[config.mk]
export PLATFORM = sky130hd
export DESIGN_NAME = hsk_bus_master
export DESIGN_NICKNAME = d
export VERILOG_FILES = /design/src/rtl/hsk_bus_pkg.sv /design/src/rtl/hsk_ack_sync.sv /design/src/rtl/hsk_phase_timer.sv /design/src/rtl/hsk_bus_fsm.sv /design/src/rtl/hsk_bus_master.sv
export SDC_FILE = /design/constraint.sdc
export NUM_CORES = 1
export LEC_CHECK = 0
export ABC_AREA = 1
export BUFFER_PORTS_ARGS = -buffer_cell sky130_fd_sc_hd__buf_4
export CAP_MARGIN = 25
export CORE_MARGIN = 4
export CORE_UTILIZATION = 55
export DETAILED_ROUTE_END_ITERATION = 8
export GPL_TIMING_DRIVEN = 0
export HOLD_SLACK_MARGIN = 0.02
export MAX_ROUTING_LAYER = met4
export PLACE_DENSITY = 0.85
export SLEW_MARGIN = 25
export SYNTH_ARGS = -nofsm -noshare
export SYNTH_HDL_FRONTEND = slang
export SYNTH_SLANG_ARGS = --single-unit
[constraint.sdc]
create_clock -name clk_i -period 3.6 [get_ports clk_i]
set_input_delay 0.72 -clock clk_i [delete_from_list [all_inputs] [get_ports clk_i]]
set_output_delay 0.72 -clock clk_i [all_outputs]
set_load 0.005 [all_outputs]
[src/rtl/hsk_bus_pkg.sv]
package hsk_bus_pkg;
  typedef enum logic [3:0] {
    ST_IDLE, ST_P0, ST_P1, ST_P2, ST_P3, ST_P4, ST_P5, ST_P6, ST_P7
  } bus_st_e;
endpackage

[src/rtl/hsk_ack_sync.sv]
module hsk_ack_sync #(
  parameter int STAGES = 2
) (
  input  logic clk_i,
  input  logic rst_ni,
  input  logic ack_i,
  output logic ack_o
);
  logic [STAGES-1:0] sync_q;

  always_ff @(posedge clk_i or negedge rst_ni) begin
    if (!rst_ni) sync_q <= '0;
    else         sync_q <= {sync_q[STAGES-2:0], ack_i};
  end

  assign ack_o = sync_q[STAGES-1];
endmodule

[src/rtl/hsk_phase_timer.sv]
module hsk_phase_timer #(
  parameter int LEN_W = 2
) (
  input  logic             clk_i,
  input  logic             rst_ni,
  input  logic             run_i,
  input  logic [LEN_W-1:0] len_i,
  output logic             last_o
);
  logic [LEN_W-1:0] cnt_q;

  assign last_o = run_i && (cnt_q == len_i);

  always_ff @(posedge clk_i or negedge rst_ni) begin
    if (!rst_ni)                cnt_q <= '0;
    else if (!run_i || last_o)  cnt_q <= '0;
    else                        cnt_q <= cnt_q + 1'b1;
  end

  AST_CNT_BOUND: assert property (@(posedge clk_i) disable iff (!rst_ni)
    run_i |-> cnt_q <= len_i) else $error("phase counter overran");
endmodule

[src/rtl/hsk_bus_fsm.sv]
module hsk_bus_fsm
  import hsk_bus_pkg::*;
#(
  parameter int ADDR_W = 16,
  parameter int DATA_W = 8
) (
  input  logic              clk_i,
  input  logic              rst_ni,
  input  logic              req_i,
  input  logic              we_i,
  input  logic [ADDR_W-1:0] addr_i,
  input  logic [DATA_W-1:0] wdata_i,
  input  logic [DATA_W-1:0] data_i,
  input  logic              last_i,
  input  logic              ack_i,
  output bus_st_e           state_o,
  output logic              we_o,
  output logic [ADDR_W-1:0] addr_o,
  output logic [DATA_W-1:0] wdata_o,
  output logic [DATA_W-1:0] rdata_o,
  output logic              done_o
);
  bus_st_e           state_q, state_d;
  logic              ack_d_q;
  logic [ADDR_W-1:0] cap_addr_q;

  always_comb begin
    state_d = state_q;
    unique case (state_q)
      ST_IDLE: if (req_i)  state_d = ST_P0;
      ST_P0:   if (last_i) state_d = ST_P1;
      ST_P1:   if (last_i) state_d = ST_P2;
      ST_P2:   if (last_i) state_d = ST_P3;
      ST_P3:   if (last_i) state_d = ST_P4;
      ST_P4:   if (last_i && ack_d_q) state_d = ST_P5; // else one more wait period
      ST_P5:   if (last_i) state_d = ST_P6;
      ST_P6:   if (last_i) state_d = ST_P7;
      ST_P7:   if (last_i) state_d = ST_IDLE;
      default: state_d = ST_IDLE;
    endcase
  end

  always_ff @(posedge clk_i or negedge rst_ni) begin
    if (!rst_ni) begin
      state_q    <= ST_IDLE;
      ack_d_q    <= 1'b0;
      cap_addr_q <= '0;
      we_o       <= 1'b0;
      wdata_o    <= '0;
      addr_o     <= '0;
      rdata_o    <= '0;
      done_o     <= 1'b0;
    end else begin
      state_q <= state_d;
      ack_d_q <= ack_i;  // one clock of setup margin before the P4 exit edge
      done_o  <= (state_q == ST_P7) && last_i;
      if (state_q == ST_IDLE && req_i) begin
        cap_addr_q <= addr_i;
        we_o       <= we_i;
        wdata_o    <= wdata_i;
      end
      if (state_q == ST_P0 && last_i) addr_o <= cap_addr_q;
      if (state_q == ST_P6 && last_i && !we_o) rdata_o <= data_i;
    end
  end

  assign state_o = state_q;

  AST_WAIT_HOLD: assert property (@(posedge clk_i) disable iff (!rst_ni)
    (state_q == ST_P4 && last_i && !ack_d_q) |=> state_q == ST_P4) else $error("left P4 early");
  AST_DONE_PULSE: assert property (@(posedge clk_i) disable iff (!rst_ni)
    done_o |=> !done_o) else $error("done longer than one clock");
  AST_BUSY_IGNORE: assert property (@(posedge clk_i) disable iff (!rst_ni)
    (state_q != ST_IDLE) |=> $stable(cap_addr_q)) else $error("request taken while busy");
endmodule

[src/rtl/hsk_bus_master.sv]
module hsk_bus_master
  import hsk_bus_pkg::*;
#(
  parameter int ADDR_W      = 16,
  parameter int DATA_W      = 8,
  parameter int LEN_W       = 2,
  parameter int SYNC_STAGES = 2
) (
  input  logic              clk_i,
  input  logic              rst_ni,
  input  logic              req_i,
  input  logic              we_i,
  input  logic [ADDR_W-1:0] addr_i,
  input  logic [DATA_W-1:0] wdata_i,
  input  logic [LEN_W-1:0]  phase_len_i,
  input  logic              ack_i,
  input  logic [DATA_W-1:0] data_i,
  output logic [ADDR_W-1:0] addr_o,
  output logic [DATA_W-1:0] data_o,
  output logic              data_oe_o,
  output logic              addr_stb_o,
  output logic              data_stb_o,
  output logic              rd_nwr_o,
  output logic              done_o,
  output logic [DATA_W-1:0] rdata_o
);
  bus_st_e state;
  logic    we, last, ack_sync;

  hsk_ack_sync #(.STAGES(SYNC_STAGES)) u_sync (
    .clk_i (clk_i), .rst_ni(rst_ni), .ack_i(ack_i), .ack_o(ack_sync)
  );

  hsk_phase_timer #(.LEN_W(LEN_W)) u_timer (
    .clk_i (clk_i), .rst_ni(rst_ni), .run_i(state != ST_IDLE),
    .len_i (phase_len_i), .last_o(last)
  );

  hsk_bus_fsm #(.ADDR_W(ADDR_W), .DATA_W(DATA_W)) u_fsm (
    .clk_i  (clk_i),  .rst_ni (rst_ni), .req_i  (req_i),   .we_i   (we_i),
    .addr_i (addr_i), .wdata_i(wdata_i), .data_i (data_i), .last_i (last),
    .ack_i  (ack_sync), .state_o(state), .we_o  (we),      .addr_o (addr_o),
    .wdata_o(data_o), .rdata_o(rdata_o), .done_o (done_o)
  );

  assign addr_stb_o = state inside {ST_P2, ST_P3, ST_P4, ST_P5, ST_P6};
  assign data_stb_o = state inside {ST_P4, ST_P5, ST_P6};
  assign rd_nwr_o   = !(we && (state inside {ST_P2, ST_P3, ST_P4, ST_P5, ST_P6, ST_P7}));
  assign data_oe_o  = we && (state inside {ST_P3, ST_P4, ST_P5, ST_P6, ST_P7});

  AST_STB_NEST: assert property (@(posedge clk_i) disable iff (!rst_ni)
    data_stb_o |-> addr_stb_o) else $error("data strobe without address strobe");
  AST_OE_WRITE: assert property (@(posedge clk_i) disable iff (!rst_ni)
    data_oe_o |-> !rd_nwr_o) else $error("driving bus in read");
  AST_ADDR_HOLD: assert property (@(posedge clk_i) disable iff (!rst_ni)
    (addr_stb_o && $past(addr_stb_o)) |-> $stable(addr_o)) else $error("address moved under strobe");
  AST_RW_RESTORE: assert property (@(posedge clk_i) disable iff (!rst_ni)
    done_o |-> rd_nwr_o) else $error("direction not restored");
endmodule

==> reports/qor.csv, run 1 <==
metric,value,unit
status,"finished, final reports clean",
first-pass GRT wire length,8714,um
Worst Setup End Kind,primary output,
post-layout min period,2.336,ns
Total GRT Usage,0.2133,
starting utilization of the core area,0.5739,
# hold bufs at CTS,0,
Die ar.,5721,um2
Switching Share,0.3612,
Worst R2R Setup Slack,2.19,ns
post-CTS setup buffer count,0,
worst r2r dst,u_fsm.wdata_o[5],
Achievable Freq,428.0,MHz
wire per inst,13.16,um
DP Worst Slack,1.636,ns
Tcrit/Tclk final,0.6490,
vias in the first global route,1959,
CP max stage delay,0.49,ns
Routed Antenna Nets,0,
syn_nets,309,
"commonest cells after routing, fill and taps aside","80 x nand2_1, 75 x buf_4, 59 x dfrtp_1",
Top delay family on crit path,flip-flops,
# DRC,0,
Syn Inst Count,270,
Bufs and invs on worst path,3,
"most common cell after layout, fill and taps aside",nand2_1,
post-synthesis register bit count,59,
gr ovfl total,0,
worst-case reg-to-reg path depth,8,
CTS buffer count,9,
Final nets,395,
clk root buf,clkbuf_8,
Clock transition at path regs,0.06,ns
most frequent CP cell,o21ai_0,
Yosys cell types,20,
Setup Viol. Count Final,0,
top fanout value on the critical path,5,
setup ws final,1.264,ns
largest net degree at the start of global routing,60,
Yosys warning count,0,
TNS Setup,0,ns
Pre-antenna DRT Iters,4,
Pins Over Slew Limit,0,
"Avg Cell Area, Syn",9.319,um2
Chip Width,75.64,um
CTS tree,done,
vias post-DR,2060,
slew margin rel.,0.5229,
VDD IR-drop max,0.4626,mV
initial drt markers,92,
core area,4384,um2
hpwl dp,3885,um
Leak,1.853,nW
Clk pwr share,0.201,
worst hold start,u_sync.sync_q[0],
layout cells sized above 1,0.3546,
"Clk Latency, worst-skew pair",0.33,ns
sequential element share of the synthesized area,0.5868,
htree depth,3,
Syn-to-layout area delta,32.07,%
worst path required time,2.88,ns
Die Ht,75.64,um
reg-to-reg startpoint,u_fsm.state_o[0],
number of clock sinks,59,
WS Path Type,register to primary output,
Slew @ Worst Pin,0.7157,ns
via/cell ratio,4.988,
final hold vios,0,
crit-path cells,"inv_2, nor2_4, inv_1, o21ai_0, o21ai_0, buf_4",
max cap viols,0,
Startpoint Class,register,
sequential power share,0.413,
antenna violations before repair,0,
Ports,76,
Comb pwr share,0.386,
antenna fix cells,0,
P_int,1.694,mW
CTS Buffer Depth,2,
slowest CP cell,dfrtp_1,
Mapped Area,2516,um2
Port Buffers,75,
"wirelength, routed",5437,um
# resized after CTS,0,
PD cells,798.1,nW/um2
cell row count,24,
worst hold path type,register to register,
Setup Skew,0.007645,ns
GP Congestion,0.8591,
P_sw,0.9580,mW
data arrival time of the worst path,1.62,ns
hold path depth,0,
WHS Endpoint,u_sync.sync_q[1],
RSZ-0062 raised after global routing,false,
-- layout make-up --
type	instances	area (um2)
Buffer	11	93.84
Clock buffer	11	151.4
Clock inverter	5	27.53
Fill cell	335	1061
Inverter	26	97.59
Multi-Input combinational cell	174	848.3
Sequential cell	59	1476
Tap cell	52	65.06
Timing Repair Buffer	75	563.0
-- through the flow --
step	util	cells	hold WS, ns	area (um2)	total power, mW
detailed placement	0.7172	397	0.3373	3144	2.137
global route	0.7580	413	0.3601	3323	2.856
CTS	0.7580	413	0.3515	3323	2.683
global placement	0.7172	397	0.3322	3144	2.088
floorplan	-	270	0.3312	2516	1.681
finish	0.7580	413	0.3485	3323	2.652
-- flip-flops by register name (all words and copies together), names as in the netlist --
register / cells
u_fsm.addr_o: 16
u_timer.cnt_q: 2
u_fsm.rdata_o: 8
u_fsm.wdata_o: 8
u_sync.sync_q: 2
u_fsm.done_o: 1
u_fsm.we_o: 1
u_fsm.ack_d_q: 1
u_fsm.state_o: 4
u_fsm.cap_addr_q: 16
-- per-layer routing --
metal | vias to the layer above | global-route usage | part of all wire
met2 | 82 | 0.3308 | 0.48
met3 | 9 | 0.05277 | 0.077
li1 | 1021 | - | -
met5 | - | - | 0
met4 | 0 | 0.1087 | 0.016
met1 | 948 | 0.2594 | 0.43
-- how the worst max path moves through the flow --
stage | from | end | depth (start not counted)
floorplan | u_fsm.state_o[2] | rd_nwr_o | 5
global placement | u_fsm.state_o[2] | rd_nwr_o | 6
detailed placement | u_fsm.state_o[2] | rd_nwr_o | 6
CTS | u_fsm.state_o[2] | rd_nwr_o | 6
global route | u_fsm.state_o[2] | rd_nwr_o | 6
finish | u_fsm.state_o[2] | rd_nwr_o | 6
-- power groups by stage --
stage	clock, mW	sequential, mW	combinational (mW)
after global placement	0	1.09	0.997
after detailed placement	0	1.10	1.04
after CTS	0.546	1.09	1.04
after global routing	0.574	1.13	1.15
final	0.534	1.10	1.02
after floorplan	0	1.09	0.591
-- kinds of logic (layout without fill, tap and decap cells) --
family / Yosys count / in the layout / synth area share
AND/OR/NAND/NOR: 141 / 141 / 0.2496
flip-flops: 59 / 59 / 0.5868
buffers and inverters: 37 / 128 / 0.07608
AO/OA/AOI/OAI: 33 / 33 / 0.08752
-- synth_stat cells (all sizes together) --
master	count	area [um2]
buf	9	76.32
a21oi	15	75.07
a21boi	1	7.510
nand3	28	140.1
nor3	2	15.01
nor2	26	136.4
inv	26	97.59
dfrtp	59	1476
clkbuf	2	17.51
nand2	85	336.6
o21ai	17	137.6
-- worst reg2reg max path, cell delays in order (launching register included) --
cell and delay [ns]:
dfrtp_1 0.46, nor2_4 0.19, nand2_2 0.10, inv_2 0.10, nand2_2 0.07, buf_6 0.14, buf_6 0.14, nand2_1 0.06
nand2_1 0.05
Power figures use the tool's default switching activity.
==> inputs of run 2 (changes only) <==
--- a/config.mk
+++ b/config.mk
@@ -9,12 +9,12 @@
 export BUFFER_PORTS_ARGS = -buffer_cell sky130_fd_sc_hd__buf_4
 export CAP_MARGIN = 25
 export CORE_MARGIN = 4
-export CORE_UTILIZATION = 55
+export CORE_UTILIZATION = 51
 export DETAILED_ROUTE_END_ITERATION = 8
 export GPL_TIMING_DRIVEN = 0
 export HOLD_SLACK_MARGIN = 0.02
 export MAX_ROUTING_LAYER = met4
-export PLACE_DENSITY = 0.85
+export PLACE_DENSITY = 0.79
 export SLEW_MARGIN = 25
 export SYNTH_ARGS = -nofsm -noshare
 export SYNTH_HDL_FRONTEND = slang
==> constraint.sdc (replaced) <==
create_clock -name clk_i -period 2.2 [get_ports clk_i]
set_input_delay 0.44 -clock clk_i [delete_from_list [all_inputs] [get_ports clk_i]]
set_output_delay 0.44 -clock clk_i [all_outputs]
set_load 0.005 [all_outputs]
==> run 2 against run 1 <==
  * First-iteration DRC count down 1.1%
  * Global-route usage fell by 1.3 points
  * Total power increased by 68%
  * Clock-buffer cell count rose by 2
  * Largest power group unchanged
  * Highest routed layer unchanged
==> reports/qor.csv, run 2 (synthesis results as in run 1) <==
metric,value,unit
Pre-antenna DRT Iters,4,
initial drt markers,91,
clk root buf,clkbuf_8,
max cap viols,0,
"Clk Latency, worst-skew pair",0.34,ns
total power,4.451,mW
htree depth,3,
Finished Core Util,0.7063,
Total GRT Usage,0.2001,
Tcrit/Tclk final,0.9138,
via/cell ratio,4.836,
vias post-DR,2065,
Port Buffers,75,
RSZ-0062 raised after global routing,false,
CTS Buffer Depth,2,
slew margin rel.,0.5113,
# resized after CTS,0,
# DRC,0,
Worst Setup End Kind,primary output,
post-CTS setup buffer count,0,
Setup Viol. Count Final,0,
CTS buffer count,9,
Ports,76,
hpwl dp,3867,um
top fanout value on the critical path,8,
data arrival time of the worst path,1.57,ns
Leak,1.857,nW
layout cells sized above 1,0.3500,
Regs by FF count,"u_fsm.addr_o (16), u_fsm.cap_addr_q (16)",
Routed Antenna Nets,0,
Chip Width,78.24,um
core area,4755,um2
first-pass GRT wire length,9218,um
worst path required time,1.76,ns
status,"finished, final reports clean",
Pins Over Slew Limit,0,
"wirelength, routed",5456,um
final hold vios,0,
"most common cell after layout, fill and taps aside",nand2_1,
vias in the first global route,2070,
Slew @ Worst Pin,0.7330,ns
starting utilization of the core area,0.5292,
Die ar.,6122,um2
WS Path Type,register to primary output,
Final nets,395,
Syn-to-layout area delta,33.47,%
worst hold path type,primary input to async pin,
CTS tree,done,
antenna fix cells,0,
wire per inst,12.78,um
Achievable Freq,497.5,MHz
antenna violations before repair,0,
post-layout min period,2.010,ns
largest net degree at the start of global routing,60,
# hold bufs at CTS,0,
VDD IR-drop max,0.6969,mV
"commonest cells after routing, fill and taps aside","80 x nand2_1, 75 x buf_4, 58 x dfrtp_1",
gr ovfl total,0,
Die Ht,78.24,um
Setup Skew,0.007913,ns
GP Congestion,0.8502,
cell row count,25,
TNS Setup,0,ns
PD cells,1325,nW/um2
number of clock sinks,59,
Startpoint Class,register,
Clock transition at path regs,0.07,ns
==> run 2: worst paths after layout <==
| kind | from | slack [ns] | cells past startpoint | endpoint |
|---|---|---|---|---|
| max | u_fsm.state_o[3] | 0.19 | 6 | rd_nwr_o |
| min | rst_ni | 0.16 | 1 | u_fsm.cap_addr_q[10] |
| max reg2reg | u_fsm.state_o[0] | 0.78 | 8 | u_fsm.cap_addr_q[1] |
| min reg2reg | u_sync.sync_q[1] | 0.35 | 0 | u_fsm.ack_d_q |
| max in group asynchronous | rst_ni | 1.51 | 1 | u_fsm.state_o[2] |
| min in group clk_i | ack_i | 0.21 | 1 | u_sync.sync_q[0] |
==> run 2: power by group <==
part	internal [mW]	switching, mW	leakage [nW]
clock	0.578	0.406	0.0995
sequential	1.53	0.260	0.721
combinational	0.785	0.894	1.04
total	2.89	1.56	1.86
==> run 2: cell type report <==
class                      instances  area, um2
buffer                            11      93.84
clock inverter                     2      35.03
sequential                        59       1478
inverter                          26      97.59
fill                             392       1396
clock buffer                      13      158.9
tap                               67      83.83
multi-input combinational        174      848.3
timing repair buffer              75      563.0
==> run 2: metal layers <==
metal,vias to the layer above,part of all wire,GRT usage,routed length (um)
met1,970,0.42,0.2449,2269
met5,-,0,-,0
li1,1017,-,-,-
met2,66,0.48,0.3074,2641
met3,12,0.082,0.06537,450
met4,0,0.017,0.08392,94
==> run 2: critical path, stage by stage (launching register included) <==
cell and delay (ns):
dfrtp_1 0.37, buf_6 0.14, nor2_4 0.13, inv_1 0.08, o21ai_0 0.22, o21ai_0 0.13
buf_4 0.16
==> run 2: stage by stage <==
stage	hold slack (ns)	std cells	worst slack, ns	area (um2)
floorplan	0.1444	270	0.7866	2516
global placement	0.3323	412	0.5432	3163
detailed placement	0.3364	412	0.4943	3163
CTS	0.1793	427	0.1163	3357
global route	0.1942	427	0.04843	3358
finish	0.1642	427	0.1897	3358
==> inputs of run 3 (changes only) <==
--- a/config.mk
+++ b/config.mk
@@ -5,11 +5,10 @@
 export SDC_FILE = /design/constraint.sdc
 export NUM_CORES = 1
 export LEC_CHECK = 0
-export ABC_AREA = 1
-export BUFFER_PORTS_ARGS = -buffer_cell sky130_fd_sc_hd__buf_4
+export BUFFER_PORTS_ARGS = -buffer_cell sky130_fd_sc_hd__buf_2
 export CAP_MARGIN = 25
 export CORE_MARGIN = 4
-export CORE_UTILIZATION = 51
+export CORE_UTILIZATION = 50
 export DETAILED_ROUTE_END_ITERATION = 8
 export GPL_TIMING_DRIVEN = 0
 export HOLD_SLACK_MARGIN = 0.02
==> run 3 against run 2 <==
  * Critical path depth is 1 lower
  * Die area is 2.7% lower
  * Global-route usage is 3.1 points lower
  * Hold slack better by 0.0023 ns
  * Sequential share of layout area is 4.4 points higher
  * Synthesized cell count is 43% lower
  * Clock skew is 0.0040 ns higher
  * Register-to-register slack worse by 0.33 ns
  * Sequential power is 2% higher
  * Synthesized area is 4.9% lower
==> reports/qor.csv, run 3 <==
metric,value,unit
status,"finished, final reports clean",
Total GRT Usage,0.1696,
"Clk Latency, worst-skew pair",0.33,ns
Regs by FF count,"u_fsm.addr_o (16), u_fsm.cap_addr_q (16)",
post-CTS setup buffer count,0,
# hold bufs at CTS,0,
Ports,76,
ranking of synthesized cells by area,"dfrtp_1 62%, mux2_2 18%, mux2_4 6.3%",
antenna violations before repair,0,
crit-path cells,"buf_4, nor2_1, nand3b_1, a21boi_0, buf_2",
slowest CP cell,dfrtp_1,
first-pass GRT wire length,7631,um
"wirelength, routed",4462,um
worst path required time,1.76,ns
gr ovfl total,0,
Die Ht,77.19,um
Chip Width,77.19,um
Yosys warning count,0,
htree depth,3,
total power,4.405,mW
largest area contributor in the netlist,dfrtp_1,
Clock transition at path regs,0.06,ns
number of clock sinks,59,
Most used DFF post-synth,dfrtp_1,
Top delay family on crit path,flip-flops,
final hold vios,0,
Tcrit/Tclk final,0.9037,
Slew @ Worst Pin,0.7278,ns
max cap viols,0,
Worst Setup End Kind,primary output,
Setup Viol. Count Final,0,
vias post-DR,1507,
Routed Antenna Nets,0,
"Avg Cell Area, Syn",15.64,um2
Yosys cell types,29,
data arrival time of the worst path,1.55,ns
PD cells,1445,nW/um2
Post-synth EDFFs,0,
starting utilization of the core area,0.5314,
Achievable Freq,503.0,MHz
Pins Over Slew Limit,0,
core area,4504,um2
via/cell ratio,5.091,
Post-synth top cells,"59 x dfrtp_1, 39 x mux2_2, 10 x mux2_4, 6 x nor2_1, 4 x nor3_1",
vias in the first global route,1602,
worst hold margin,0.1665,ns
setup ws final,0.2119,ns
worst hold path type,primary input to async pin,
CTS buffer count,9,
# DRC,0,
cell with the most instances after synthesis,dfrtp_1,
syn_nets,192,
Bufs and invs on worst path,2,
"Design Area, Final",3049,um2
Port Buffers,75,
Startpoint Class,register,
wire per inst,15.07,um
layout cells sized above 1,0.6230,
Leak,1.541,nW
Mapped Area,2394,um2
CTS Buffer Depth,2,
Final nets,278,
TNS Setup,0,ns
Post-synth ARST share,1.000,
# resized after CTS,0,
share of the synthesized area in the top cell type,0.6168,
antenna fix cells,0,
Layout fillers,362,
DP Worst Slack,0.3448,ns
Pre-antenna DRT Iters,4,
VDD IR-drop max,0.7687,mV
hpwl dp,3190,um
FF+latch area,1476,um2
cell area after placement,2836,um2
"most common cell after layout, fill and taps aside",buf_2,
Setup Skew,0.01188,ns
initial drt markers,74,
slew margin rel.,0.5148,
CP max stage delay,0.42,ns
Die ar.,5958,um2
CTS tree,done,
WS Path Type,register to primary output,
post-synthesis register bit count,59,
Syn Inst Count,153,
area occupied by multi-input gates,862.1,um2
top fanout value on the critical path,10,
largest net degree at the start of global routing,60,
post-layout min period,1.988,ns
"commonest cells after routing, fill and taps aside","75 x buf_2, 59 x dfrtp_1, 39 x mux2_2",
cell row count,24,
GP Congestion,0.8048,
sequential element share of the synthesized area,0.6168,
Syn-to-layout area delta,27.39,%
clk root buf,clkbuf_8,
RSZ-0062 raised after global routing,false,
-- run 3: report_power, final --
| group | internal [mW] | switching (mW) |
|---|---|---|
| Clock | 0.611 | 0.404 |
| Sequential | 1.58 | 0.247 |
| Combinational | 0.918 | 0.645 |
-- run 3: area by class of cell --
type / count / area share
flip-flops and latches: 59 / 0.4842
multi-input cells: 87 / 0.2827
repair buffers: 75 / 0.1239
clock buffers: 12 / 0.05416
well taps: 52 / 0.02134
plain buffers: 7 / 0.01806
clock inverters: 4 / 0.01559
-- run 3: worst paths after layout --
path                             startpoint                to  slack [ns]  cells past startpoint
max reg2reg                u_timer.cnt_q[0]  u_fsm.addr_o[15]        0.45                      5
min reg2reg                u_sync.sync_q[1]     u_fsm.ack_d_q        0.35                      0
max                        u_fsm.state_o[0]         data_oe_o        0.21                      5
min in group clk_i                    ack_i  u_sync.sync_q[0]        0.22                      1
max in group asynchronous            rst_ni  u_fsm.wdata_o[3]        1.55                      1
min                                  rst_ni  u_timer.cnt_q[1]        0.17                      1
-- run 3: logic make-up after synthesis --
logic type | synth area share
AOI/OAI and AO/OA | 0.02770
DFF | 0.6168
xor gates and xnor gates | 0.01778
muxes | 0.2462
buffers and inverters | 0.02300
and+or+nand+nor | 0.06848
-- run 3: layer usage --
layer | global-route usage | routed length [um]
met1 | 0.2125 | 2069
met2 | 0.2496 | 1988
met3 | 0.04450 | 299
met4 | 0.09609 | 105
met5 | - | 0
-- run 3: metrics by stage --
stage	utilization	instances
detailed placement	0.6297	280
global placement	0.6292	280
CTS	0.6769	296
finish	0.6769	296
global route	0.6769	296
floorplan	-	153
